`config.mk`:
```
export PLATFORM = sky130hd
export DESIGN_NAME = uart_rxq
export DESIGN_NICKNAME = d
export VERILOG_FILES = /design/src/rtl/uart_rxq_pkg.sv /design/src/rtl/rxq_store.sv /design/src/rtl/rxq_timer.sv /design/src/rtl/uart_rxq.sv
export SDC_FILE = /design/constraint.sdc
export NUM_CORES = 1
export LEC_CHECK = 0
export BUFFER_PORTS_ARGS = -buffer_cell sky130_fd_sc_hd__buf_4
export CAP_MARGIN = 10
export CORE_ASPECT_RATIO = 0.6
export CORE_MARGIN = 2
export CORE_UTILIZATION = 38
export CTS_CLUSTER_SIZE = 8
export DETAILED_ROUTE_END_ITERATION = 8
export PLACE_DENSITY = 0.6
export SLEW_MARGIN = 20
export SYNTH_ARGS = -nofsm -noshare
export SYNTH_HDL_FRONTEND = slang
export SYNTH_SLANG_ARGS = --single-unit
```
`constraint.sdc`:
```
create_clock -name clk -period 9.3 [get_ports clk]
set_clock_uncertainty 0.2 [all_clocks]
set_input_delay 0.93 -clock clk [delete_from_list [all_inputs] [get_ports clk]]
set_output_delay 0.93 -clock clk [all_outputs]
set_load 0.005 [all_outputs]
```
`src/rtl/uart_rxq_pkg.sv`:
```
package uart_rxq_pkg;

    localparam int RXQ_DATA_W = 8;

    typedef struct packed {
        logic                  brk;
        logic                  ferr;
        logic                  perr;
        logic [RXQ_DATA_W-1:0] data;
    } rxq_entry_t;

    // Threshold in entries; with queue mode off a single entry is the threshold.
    function automatic int unsigned rxq_level(input logic en, input logic [1:0] sel);
        if (!en) return 1;
        case (sel)
            2'd0:    return 1;
            2'd1:    return 4;
            2'd2:    return 8;
            default: return 14;
        endcase
    endfunction

endpackage

```
`src/rtl/rxq_store.sv`:
```
module rxq_store
    import uart_rxq_pkg::*;
#(
    parameter int DEPTH = 16,
    localparam int PTR_W = $clog2(DEPTH)
) (
    input  logic             clk,
    input  logic             we_i,
    input  logic [PTR_W-1:0] waddr_i,
    input  rxq_entry_t       wdata_i,
    input  logic [PTR_W-1:0] raddr_i,
    output rxq_entry_t       rdata_o
);

    rxq_entry_t mem_q [DEPTH];

    always_ff @(posedge clk) begin
        if (we_i) mem_q[waddr_i] <= wdata_i;
    end

    assign rdata_o = mem_q[raddr_i];

endmodule

```
`src/rtl/rxq_timer.sv`:
```
module rxq_timer #(
    parameter int CHARS = 4,
    localparam int TC_W = $clog2(CHARS + 1)
) (
    input  logic clk,
    input  logic rst_n,
    input  logic clr_i,
    input  logic tick_i,
    output logic expired_o
);

    logic [TC_W-1:0] cnt_d, cnt_q;

    always_comb begin
        cnt_d = cnt_q;
        if (clr_i)                                cnt_d = '0;
        else if (tick_i && cnt_q < TC_W'(CHARS))  cnt_d = cnt_q + 1'b1;
    end

    always_ff @(posedge clk or negedge rst_n) begin
        if (!rst_n) cnt_q <= '0;
        else        cnt_q <= cnt_d;
    end

    assign expired_o = (cnt_q == TC_W'(CHARS));

    p_timer_bound_r5: assert property (@(posedge clk) disable iff (!rst_n)
        cnt_q <= TC_W'(CHARS));

    p_timer_step_r5: assert property (@(posedge clk) disable iff (!rst_n)
        (!clr_i && tick_i && !expired_o) |=> (cnt_q == $past(cnt_q) + 1'b1));

    p_timer_clear_r5: assert property (@(posedge clk) disable iff (!rst_n)
        clr_i |=> !expired_o);

endmodule

```
`src/rtl/uart_rxq.sv`:
```
module uart_rxq
    import uart_rxq_pkg::*;
#(
    parameter int DEPTH    = 16,
    parameter int TO_CHARS = 4
) (
    input  logic                  clk,
    input  logic                  rst_n,
    input  logic                  wr_valid_i,
    input  logic [RXQ_DATA_W-1:0] wr_data_i,
    input  logic                  wr_perr_i,
    input  logic                  wr_ferr_i,
    input  logic                  wr_brk_i,
    input  logic                  rd_i,
    input  logic                  lsr_rd_i,
    input  logic                  ctl_wr_i,
    input  logic                  ctl_en_i,
    input  logic                  ctl_rxclr_i,
    input  logic [1:0]            ctl_trig_i,
    input  logic                  char_tick_i,
    output logic [RXQ_DATA_W-1:0] head_data_o,
    output logic                  head_perr_o,
    output logic                  head_ferr_o,
    output logic                  head_brk_o,
    output logic                  data_ready_o,
    output logic                  err_sum_o,
    output logic                  trig_hit_o,
    output logic                  timeout_o,
    output logic                  overrun_o
);

    localparam int PTR_W = $clog2(DEPTH);
    localparam int CNT_W = $clog2(DEPTH + 1);

    typedef struct packed {
        logic [PTR_W-1:0] wp;
        logic [PTR_W-1:0] rp;
        logic [CNT_W-1:0] cnt;
        logic [CNT_W-1:0] ecnt;
        logic             en;
        logic [1:0]       trig;
        logic             esum;
        logic             ovr;
    } rxq_state_t;

    rxq_state_t st_d, st_q;
    rxq_entry_t head, wentry;
    logic       flush, push, pop, ovr_set, tmr_clr, tmr_exp;
    logic [CNT_W-1:0] cap;

    function automatic logic [PTR_W-1:0] ptr_next(input logic [PTR_W-1:0] p);
        return (p == PTR_W'(DEPTH - 1)) ? '0 : p + 1'b1;
    endfunction

    assign wentry = '{brk: wr_brk_i, ferr: wr_ferr_i, perr: wr_perr_i, data: wr_data_i};

    always_comb begin
        st_d  = st_q;
        flush = 1'b0;
        if (ctl_wr_i) begin
            if (ctl_en_i != st_q.en) flush = 1'b1;
            st_d.en = ctl_en_i;
            if (ctl_en_i) begin
                st_d.trig = ctl_trig_i;
                if (ctl_rxclr_i) flush = 1'b1;
            end
        end

        cap     = st_q.en ? CNT_W'(DEPTH) : CNT_W'(1);
        pop     = !flush && rd_i && (st_q.cnt != '0);
        push    = !flush && wr_valid_i && ((st_q.cnt < cap) || pop);
        ovr_set = !flush && wr_valid_i && !push;

        if (flush) begin
            st_d.wp   = '0;
            st_d.rp   = '0;
            st_d.cnt  = '0;
            st_d.ecnt = '0;
            st_d.esum = 1'b0;
        end else begin
            if (push) st_d.wp = ptr_next(st_q.wp);
            if (pop)  st_d.rp = ptr_next(st_q.rp);
            st_d.cnt  = st_q.cnt + CNT_W'(push) - CNT_W'(pop);
            st_d.ecnt = st_q.ecnt
                      + CNT_W'(push && (wr_perr_i || wr_ferr_i || wr_brk_i))
                      - CNT_W'(pop && (head.perr || head.ferr || head.brk));
            st_d.esum = st_q.en && ((st_d.ecnt != '0) || (st_q.esum && !lsr_rd_i));
        end
        st_d.ovr = (st_q.ovr && !lsr_rd_i) || ovr_set;
    end

    always_ff @(posedge clk or negedge rst_n) begin
        if (!rst_n) st_q <= '0;
        else        st_q <= st_d;
    end

    rxq_store #(.DEPTH(DEPTH)) u_store (
        .clk     (clk),
        .we_i    (push),
        .waddr_i (st_q.wp),
        .wdata_i (wentry),
        .raddr_i (st_q.rp),
        .rdata_o (head)
    );

    assign tmr_clr = push || pop || flush || (st_q.cnt == '0);

    rxq_timer #(.CHARS(TO_CHARS)) u_timer (
        .clk       (clk),
        .rst_n     (rst_n),
        .clr_i     (tmr_clr),
        .tick_i    (char_tick_i),
        .expired_o (tmr_exp)
    );

    assign head_data_o  = head.data;
    assign head_perr_o  = head.perr;
    assign head_ferr_o  = head.ferr;
    assign head_brk_o   = head.brk;
    assign data_ready_o = (st_q.cnt != '0);
    assign trig_hit_o   = (32'(st_q.cnt) >= rxq_level(st_q.en, st_q.trig));
    assign timeout_o    = st_q.en && tmr_exp && (st_q.cnt != '0);
    assign err_sum_o    = st_q.esum;
    assign overrun_o    = st_q.ovr;

    p_no_overflow_r4: assert property (@(posedge clk) disable iff (!rst_n)
        st_q.cnt <= CNT_W'(DEPTH));

    p_full_drop_r4: assert property (@(posedge clk) disable iff (!rst_n)
        (wr_valid_i && !rd_i && !ctl_wr_i && st_q.cnt == CNT_W'(DEPTH))
        |=> (overrun_o && $stable(st_q.cnt) && $stable(st_q.wp)));

    p_err_below_cnt_r6: assert property (@(posedge clk) disable iff (!rst_n)
        st_q.ecnt <= st_q.cnt);

    p_timeout_needs_data_r5: assert property (@(posedge clk) disable iff (!rst_n)
        timeout_o |-> data_ready_o);

    p_trig_needs_data_r3: assert property (@(posedge clk) disable iff (!rst_n)
        trig_hit_o |-> data_ready_o);

    p_clear_empties_r7: assert property (@(posedge clk) disable iff (!rst_n)
        (ctl_wr_i && ctl_en_i && ctl_rxclr_i) |=> (!data_ready_o && !err_sum_o));

    p_single_no_err_r9: assert property (@(posedge clk) disable iff (!rst_n)
        !st_q.en |-> (!err_sum_o && !timeout_o && st_q.cnt <= CNT_W'(1)));

    p_empty_read_r10: assert property (@(posedge clk) disable iff (!rst_n)
        (!data_ready_o && rd_i && !wr_valid_i && !ctl_wr_i) |=> !data_ready_o);

endmodule

```
==> results of run 1 <==
metal layers:
metal / GRT usage (%) / wire length [um]
met1: 23.1 / 8310
met2: 23.8 / 8140
met3: 4.02 / 1300
met4: 3.90 / 272
met5: 0 / 0
worst reg2reg max path: cells and delay by family, from the launching register on:
| kind | cells | cell delay, ps |
|---|---|---|
| muxes | 1 | 650 |
| DFF | 1 | 330 |
| AOI/OAI and AO/OA | 6 | 1030 |
| adders and majority gates | 3 | 850 |
| xor gates and xnor gates | 1 | 190 |
| and+or+nand+nor | 1 | 170 |
| buffers and inverters | 4 | 900 |
cell type report:
type | instances | area, um^2 | share of cell area (%)
clock inverter | 1 | 8.76 | 0.0881
multi-input combinational | 215 | 2410 | 24.2
clock buffer | 52 | 812 | 8.16
sequential | 202 | 5940 | 59.7
timing repair buffer | 45 | 338 | 3.40
tap | 286 | 358 | 3.60
inverter | 22 | 82.6 | 0.830
power breakdown:
part	switching [mW]	internal, mW	total, mW
sequential	0.0436	1.05	1.10
clock	0.356	0.580	0.936
combinational	0.398	0.386	0.784
registers in the layout (all words and copies together) (netlist names):
name           flops
err_sum_o          1
overrun_o          1
st_q              21
u_store.mem_q    176
u_timer.cnt_q      3
cells by family after synthesis:
logic type               after synthesis
flip-flops                           202
AO/OA/AOI/OAI                         46
multiplexers                          59
adder cells (fa/ha/maj)               27
XOR/XNOR                               8
buffers and inverters                 44
AND/OR/NAND/NOR                       75
through the flow:
step | std cells | setup WS (ps)
3_3_place_gp | 770 | 4880
2_1_floorplan | 461 | 5670
6_report | 823 | 4860
3_5_place_dp | 770 | 4690
5_1_grt | 823 | 4510
4_1_cts | 823 | 4800
placed cells by master (no fill, tap or decap), types with 2 or more instances in the layout:
cell type	synthesis	final
sky130_fd_sc_hd__o21ai_0	7	7
sky130_fd_sc_hd__clkbuf_16	0	29
sky130_fd_sc_hd__a31oi_1	5	5
sky130_fd_sc_hd__mux2_2	4	4
sky130_fd_sc_hd__or3_1	3	3
sky130_fd_sc_hd__a21oi_1	17	17
sky130_fd_sc_hd__clkbuf_1	10	23
sky130_fd_sc_hd__xor2_1	5	5
sky130_fd_sc_hd__nand3b_1	2	2
sky130_fd_sc_hd__a211oi_1	3	3
sky130_fd_sc_hd__and4b_1	7	7
sky130_fd_sc_hd__nor2b_1	3	3
sky130_fd_sc_hd__mux4_2	51	51
sky130_fd_sc_hd__xnor2_1	3	3
sky130_fd_sc_hd__dfrtp_1	26	24
sky130_fd_sc_hd__edfxtp_1	176	176
sky130_fd_sc_hd__nand2_1	19	19
sky130_fd_sc_hd__nand3_1	3	3
sky130_fd_sc_hd__and2_1	6	6
sky130_fd_sc_hd__ha_1	25	25
sky130_fd_sc_hd__buf_4	2	45
sky130_fd_sc_hd__mux2i_1	4	4
sky130_fd_sc_hd__a311oi_1	2	2
sky130_fd_sc_hd__nor4b_2	0	4
sky130_fd_sc_hd__nand2b_1	3	3
sky130_fd_sc_hd__inv_1	22	22
sky130_fd_sc_hd__dfrtp_2	0	2
sky130_fd_sc_hd__and4_1	4	4
sky130_fd_sc_hd__a21o_1	3	3
sky130_fd_sc_hd__nor2_1	16	16
sky130_fd_sc_hd__fa_1	2	2
worst paths after layout:
check / endpoint / from / slack [ps] / cells after the start
min: st_q[20] / rst_n / 100 / 1
max in group asynchronous: st_q[16] / rst_n / 8520 / 1
max: err_sum_o / st_q[15] / 4860 / 16
max reg2reg: err_sum_o / st_q[15] / 4860 / 16
min reg2reg: u_timer.cnt_q[2] / u_timer.cnt_q[2] / 320 / 2
min in group clk: u_timer.cnt_q[2] / u_timer.cnt_q[2] / 320 / 2
==> impl_summary.txt, run 1 <==
----------------------------------------------------
[Outcome]
  Run status ... finished, final reports clean

[Floorplanning]
  Boundary Pins ... 38
  Placeable Area ... 0.0220 mm^2
  Vertical die dimension ... 120 um
  Die span in x ... 197 um
  Die area ... 0.0236 mm^2
  Standard-cell rows ... 42
  Initial Utilization ... 38.6%

[Placed design]
  Routability Congestion ... 0.781
  Placed cell areas ... 0.00913 mm^2
  Total half-perimeter wirelength after legalization and detailed placement ... 10,800 um
  PortBufs ... 37

[Routing]
  Routed vias ... 4,413
  Detailed Route Iter0 Violations ... 392
  Remaining number of nets flagged by the antenna check after routing ... 0
  Drt via density ... 5.36
  Routed WL ... 18,000 um
  First-pass iteration count of the detailed router ... 7
  WL per Instance ... 21.9 um
  DRC violation count after routing ... 0

[Synth]
  Yosys warning total ... 0
  Largest family of logic cells by synthesized area ... multiplexers
  Average size of a mapped cell ... 18.4 um^2
  Simple-gate portion of the synthesized area ... 5.08%
  Number of register bits inferred by synthesis ... 202
  Cell type with the largest total area after synthesis ... sky130_fd_sc_hd__edfxtp_1
  Share of the synthesized netlist area taken by xor and xnor gates ... 0.824%
  Synthesized net count ... 510
  Unique masters post-synth ... 46
  Syn Std Cell Area ... 0.00850 mm^2
  Dominant cell by count in the synthesized netlist ... sky130_fd_sc_hd__edfxtp_1
  Flip-flop cell with the highest count after synthesis ... sky130_fd_sc_hd__edfxtp_1
  Fraction of synthesized cell area taken by the top area cell type ... 62.2%
  Fraction of synthesis flops using an asynchronous set or reset pin ... 12.9%
  Top cells by count, synth ... sky130_fd_sc_hd__edfxtp_1, sky130_fd_sc_hd__mux4_2, sky130_fd_sc_hd__dfrtp_1
  Adder and majority cell fraction of the synthesized area ... 4.15%
  Fraction of the yosys area taken by sequential cells ... 69.8%
  Top cells by area in the synthesized netlist ... sky130_fd_sc_hd__edfxtp_1, sky130_fd_sc_hd__mux4_2, sky130_fd_sc_hd__dfrtp_1
  Number of cells produced by synthesis ... 461
  Count of flip-flops with a built-in enable after synthesis ... 176
  Synth Area in Compound Gates ... 3.43%
  Share of cell area taken by muxes after synthesis ... 14.5%

[Timing]
  Aggregate negative setup slack ... 0 ps
  Max-slew headroom at the worst pin ... 36.5%
  Period utilisation layout ... 47.8%
  Hold slack ... 103 ps
  Maximum clock frequency ... 225 MHz
  Fin crit period ... 4440 ps
  Slew at the pin with the worst max-slew slack ... 953 ps
  Setup repair after global routing missed its margin ... no
  Final setup viols ... 0
  Hold Fails Final Rpt ... 0
  Final number of max-transition violations ... 0

[Clock network]
  Number of buffers created by CTS ... 29
  Worst skew pair latency ... 530 ps
  Number of gates resized after CTS ... 0
  Count of H-tree levels built during CTS ... 1
  Clock tree sinks ... 202
  TritonCTS clock tree ... done
  CTS Buffer Depth ... 3
  CTS clk-pin slew, worst paths ... 60 ps
  Root Buffer ... sky130_fd_sc_hd__clkbuf_16
  Post-CTS setup buffer count ... 0
  Hold buffers post-CTS ... 0

[Cells and area]
  Fraction of final layout cells with drive strength greater than 1 ... 26.1%
  Area Growth Syn to Fin ... 17.0%
  Final core utilization ... 45.2%
  Antenna Cells ... 0
  Final net count ... 564
  Area of all placed cells without fillers ... 0.00995 mm^2
  Fill cell total of the finished layout ... 1,832

[Critical path]
  Worst path max stage delay ... 700 ps
  Top cell family by delay on the critical path ... compound AO/OA/AOI/OAI gates
  Chain of cells forming the critical path ... buf_4 -> mux4_2 -> and2_1 -> a211oi_1 -> a21oi_1 -> o311a_1 -> ha_1 -> inv_1 -> ha_1 -> inv_1 -> fa_1 -> inv_1 -> a21o_1 -> a21oi_1 -> xnor2_1 -> a31oi_1
  Endpoint kind of the worst setup timing path ... flop
  Max FO, Critical Path ... 50
  Critical path class ... reg -> reg
  Worst path bufs/invs ... 4
  Cell at the slowest stage of the critical path ... sky130_fd_sc_hd__buf_4
  Required @ worst endpoint ... 9500 ps
  Crit-path most repeated cell ... sky130_fd_sc_hd__inv_1
  Worst path arrival time ... 4640 ps
  Setup crit start kind ... flop

[GRT]
  Global-route wire length before repair ... 27,700 um
  Number of antenna violations at the first check in global routing ... 0
  Global-route congestion overflow total ... 0
  Total Routing Usage GR ... 15.8%
  Number of global-route vias before repair ... 4,591
  Pin count of the biggest net entering global routing ... 51

[Flow run]
  Number of max-cap violations ... 0

[Power and ir drop]
  P per Cell Area ... 283 mW/mm^2
  Worst voltage drop across the vdd grid ... 0.147 mV
  Sum of internal, switching and leakage power ... 2.82 mW
  Standby leakage power ... 3.44 nW

[Hold path]
  Type of the most critical hold path ... in -> async

----------------------------------------------------
No activity file was read; power rests on OpenSTA's default activity.
==> run 2: changes to the inputs <==
Settings changed: PLACE_DENSITY 0.6 to 0.62.
Clock period 9.3 ns to 3.98 ns, I/O delays scaled along.
==> impl_summary.txt, run 2 (synthesized netlist as in run 1, its figures left out) <==
----------------------------------------------------
[Power and ir drop]
  Switching share of power ... 28.0%
  Power share of the sequential group ... 38.6%
  P_int ... 4.83 mW
  Clock power frac ... 32.7%
  P per Cell Area ... 646 mW/mm^2
  Standby leakage power ... 3.68 nW
  Logic pwr share ... 28.7%
  Power dissipated by switching net loads ... 1.88 mW
  Worst voltage drop across the vdd grid ... 0.267 mV
  Sum of internal, switching and leakage power ... 6.71 mW

[Critical path]
  Worst path arrival time ... 3980 ps
  Endpoint kind of the worst setup timing path ... flop
  Setup crit start kind ... flop
  Required @ worst endpoint ... 4170 ps
  Max FO, Critical Path ... 7
  Chain of cells forming the critical path ... buf_12 -> buf_12 -> mux4_2 -> mux2i_1 -> a21oi_1 -> o311a_1 -> ha_1 -> inv_1 -> ha_1 -> inv_1 -> fa_1 -> inv_1 -> a21o_1 -> a21oi_1 -> xnor2_1 -> a31oi_1
  Cell at the slowest stage of the critical path ... sky130_fd_sc_hd__mux4_2
  Top cell family by delay on the critical path ... adder cells
  Crit-path most repeated cell ... sky130_fd_sc_hd__inv_1
  Worst path max stage delay ... 500 ps
  Worst path bufs/invs ... 5
  Critical path class ... reg -> reg

[Cells and area]
  Most common cell after layout, fill and taps aside ... sky130_fd_sc_hd__edfxtp_1
  Fill cell total of the finished layout ... 1,842
  Final net count ... 612
  Antenna Cells ... 0
  Largest registers ranked by flip-flop count ... u_store.mem_q x176, st_q x21, u_timer.cnt_q x3
  Number of flip-flops in the largest register ... 176
  Area Growth Syn to Fin ... 22.1%
  Biggest register ... u_store.mem_q
  Fraction of final layout cells with drive strength greater than 1 ... 28.9%
  Leading cell types in the layout, fill and taps excluded ... sky130_fd_sc_hd__edfxtp_1, sky130_fd_sc_hd__buf_4, sky130_fd_sc_hd__mux4_2

[GRT]
  Number of antenna violations at the first check in global routing ... 0
  Pin count of the biggest net entering global routing ... 27
  Global-route congestion overflow total ... 0
  Number of global-route vias before repair ... 4,691
  Total Routing Usage GR ... 16.3%
  Global-route wire length before repair ... 28,500 um

[Clock network]
  TritonCTS clock tree ... done
  CTS clk-pin slew, worst paths ... 50 ps
  Number of gates resized after CTS ... 0
  Number of buffers created by CTS ... 29
  Root Buffer ... sky130_fd_sc_hd__clkbuf_16
  Worst skew pair latency ... 520 ps
  Count of H-tree levels built during CTS ... 1
  CTS Buffer Depth ... 3
  Clock tree sinks ... 202

[Timing]
  Hold Fails Final Rpt ... 0
  Period utilisation layout ... 95.4%
  Final setup viols ... 0
  Slew at the pin with the worst max-slew slack ... 630 ps
  Final number of max-transition violations ... 0
  Max-slew headroom at the worst pin ... 58.0%
  Fin crit period ... 3800 ps
  Maximum clock frequency ... 263 MHz
  Setup repair after global routing missed its margin ... no
  Aggregate negative setup slack ... 0 ps

[Routing]
  Remaining number of nets flagged by the antenna check after routing ... 0
  Routed vias ... 4,608
  First-pass iteration count of the detailed router ... 5
  Drt via density ... 5.29
  Routed WL ... 18,500 um
  Detailed Route Iter0 Violations ... 310
  DRC violation count after routing ... 0
  WL per Instance ... 21.2 um

[Placed design]
  Total half-perimeter wirelength after legalization and detailed placement ... 11,500 um
  PortBufs ... 37
  Routability Congestion ... 0.746

[Outcome]
  Run status ... finished, final reports clean

[Floorplanning]
  Standard-cell rows ... 42
  Initial Utilization ... 38.6%
  Die area ... 0.0236 mm^2
  Placeable Area ... 0.0220 mm^2
  Die span in x ... 197 um
  Boundary Pins ... 38
  Vertical die dimension ... 120 um

[Hold path]
  Type of the most critical hold path ... in -> reg

[Flow run]
  Number of max-cap violations ... 0

----------------------------------------------------
==> run 2: changes by cell type in the layout (fill, tap and decap cells not counted) <==
cell,change
sky130_fd_sc_hd__buf_4,+27
sky130_fd_sc_hd__buf_12,+2
sky130_fd_sc_hd__dlygate4sd3_1,+19
==> run 2: per-layer routing <==
metal	wire length (um)	part of all wire, %	up-vias	GRT usage (%)
li1	-	-	2045	-
met1	8740	47	2400	24.0
met2	8330	45	137	25.1
met3	1030	5.5	26	3.12
met4	404	2.2	0	4.23
met5	0	0	-	0
==> run 2: path summary, 6_finish.rpt <==
path                           start                   end  slack (ps)  cells after the start
max                         st_q[15]             err_sum_o         180                     16
min                        wr_perr_i  u_store.mem_q[12][8]          20                      1
max reg2reg                 st_q[15]             err_sum_o         180                     16
min reg2reg                overrun_o             overrun_o         300                      1
max in group asynchronous      rst_n              st_q[15]        3160                      2
min in group asynchronous      rst_n              st_q[14]         120                      2
==> run 2: power by group through the flow <==
| stage | Combinational (mW) | Clock, mW | Sequential [mW] |
|---|---|---|---|
| floorplan | 1.29 | 0 | 2.56 |
| global placement | 1.80 | 0 | 2.63 |
| detailed placement | 1.87 | 0 | 2.64 |
| CTS | 1.90 | 2.24 | 2.60 |
| global route | 2.11 | 2.34 | 2.61 |
| finish | 1.92 | 2.19 | 2.59 |
==> run 2: cell type report <==
class / instances / area (um^2) / area share [%]
Clock buffer: 52 / 812 / 7.82
Clock inverter: 1 / 8.76 / 0.0844
Inverter: 22 / 82.6 / 0.796
Multi-Input combinational cell: 215 / 2410 / 23.2
Sequential cell: 202 / 5940 / 57.2
Tap cell: 286 / 358 / 3.45
Timing Repair Buffer: 93 / 771 / 7.43
==> run 2: worst reg2reg max path, delay by kind of cell, from the launching register on <==
| kind | cells | cell delay, ps |
|---|---|---|
| mux | 2 | 750 |
| xor+xnor | 1 | 190 |
| flops | 1 | 440 |
| buf+inv | 5 | 440 |
| compound gates | 5 | 820 |
| fa+ha+maj | 3 | 840 |
==> run 2: through the flow <==
step | area [um^2] | setup slack (ps) | util (%) | hold slack [ps] | std cells
floorplan | 8500 | 440 | - | -97.6 | 461
global placement | 9330 | 212 | 42.4 | 127 | 795
detailed placement | 9330 | 137 | 42.4 | 139 | 795
CTS | 10300 | 101 | 46.9 | 0.455 | 867
global route | 10400 | 0.310 | 47.1 | 23.6 | 871
finish | 10400 | 184 | 47.1 | 18.0 | 871
==> run 2: what timing repair did <==
| item | 4_1_cts | 5_1_grt |
|---|---|---|
| endpoints found under the setup margin | 0 | 2 |
| hold buffers | 19 | 0 |
| setup buffers | 0 | 4 |
| hold endpoints to repair | 194 | 0 |
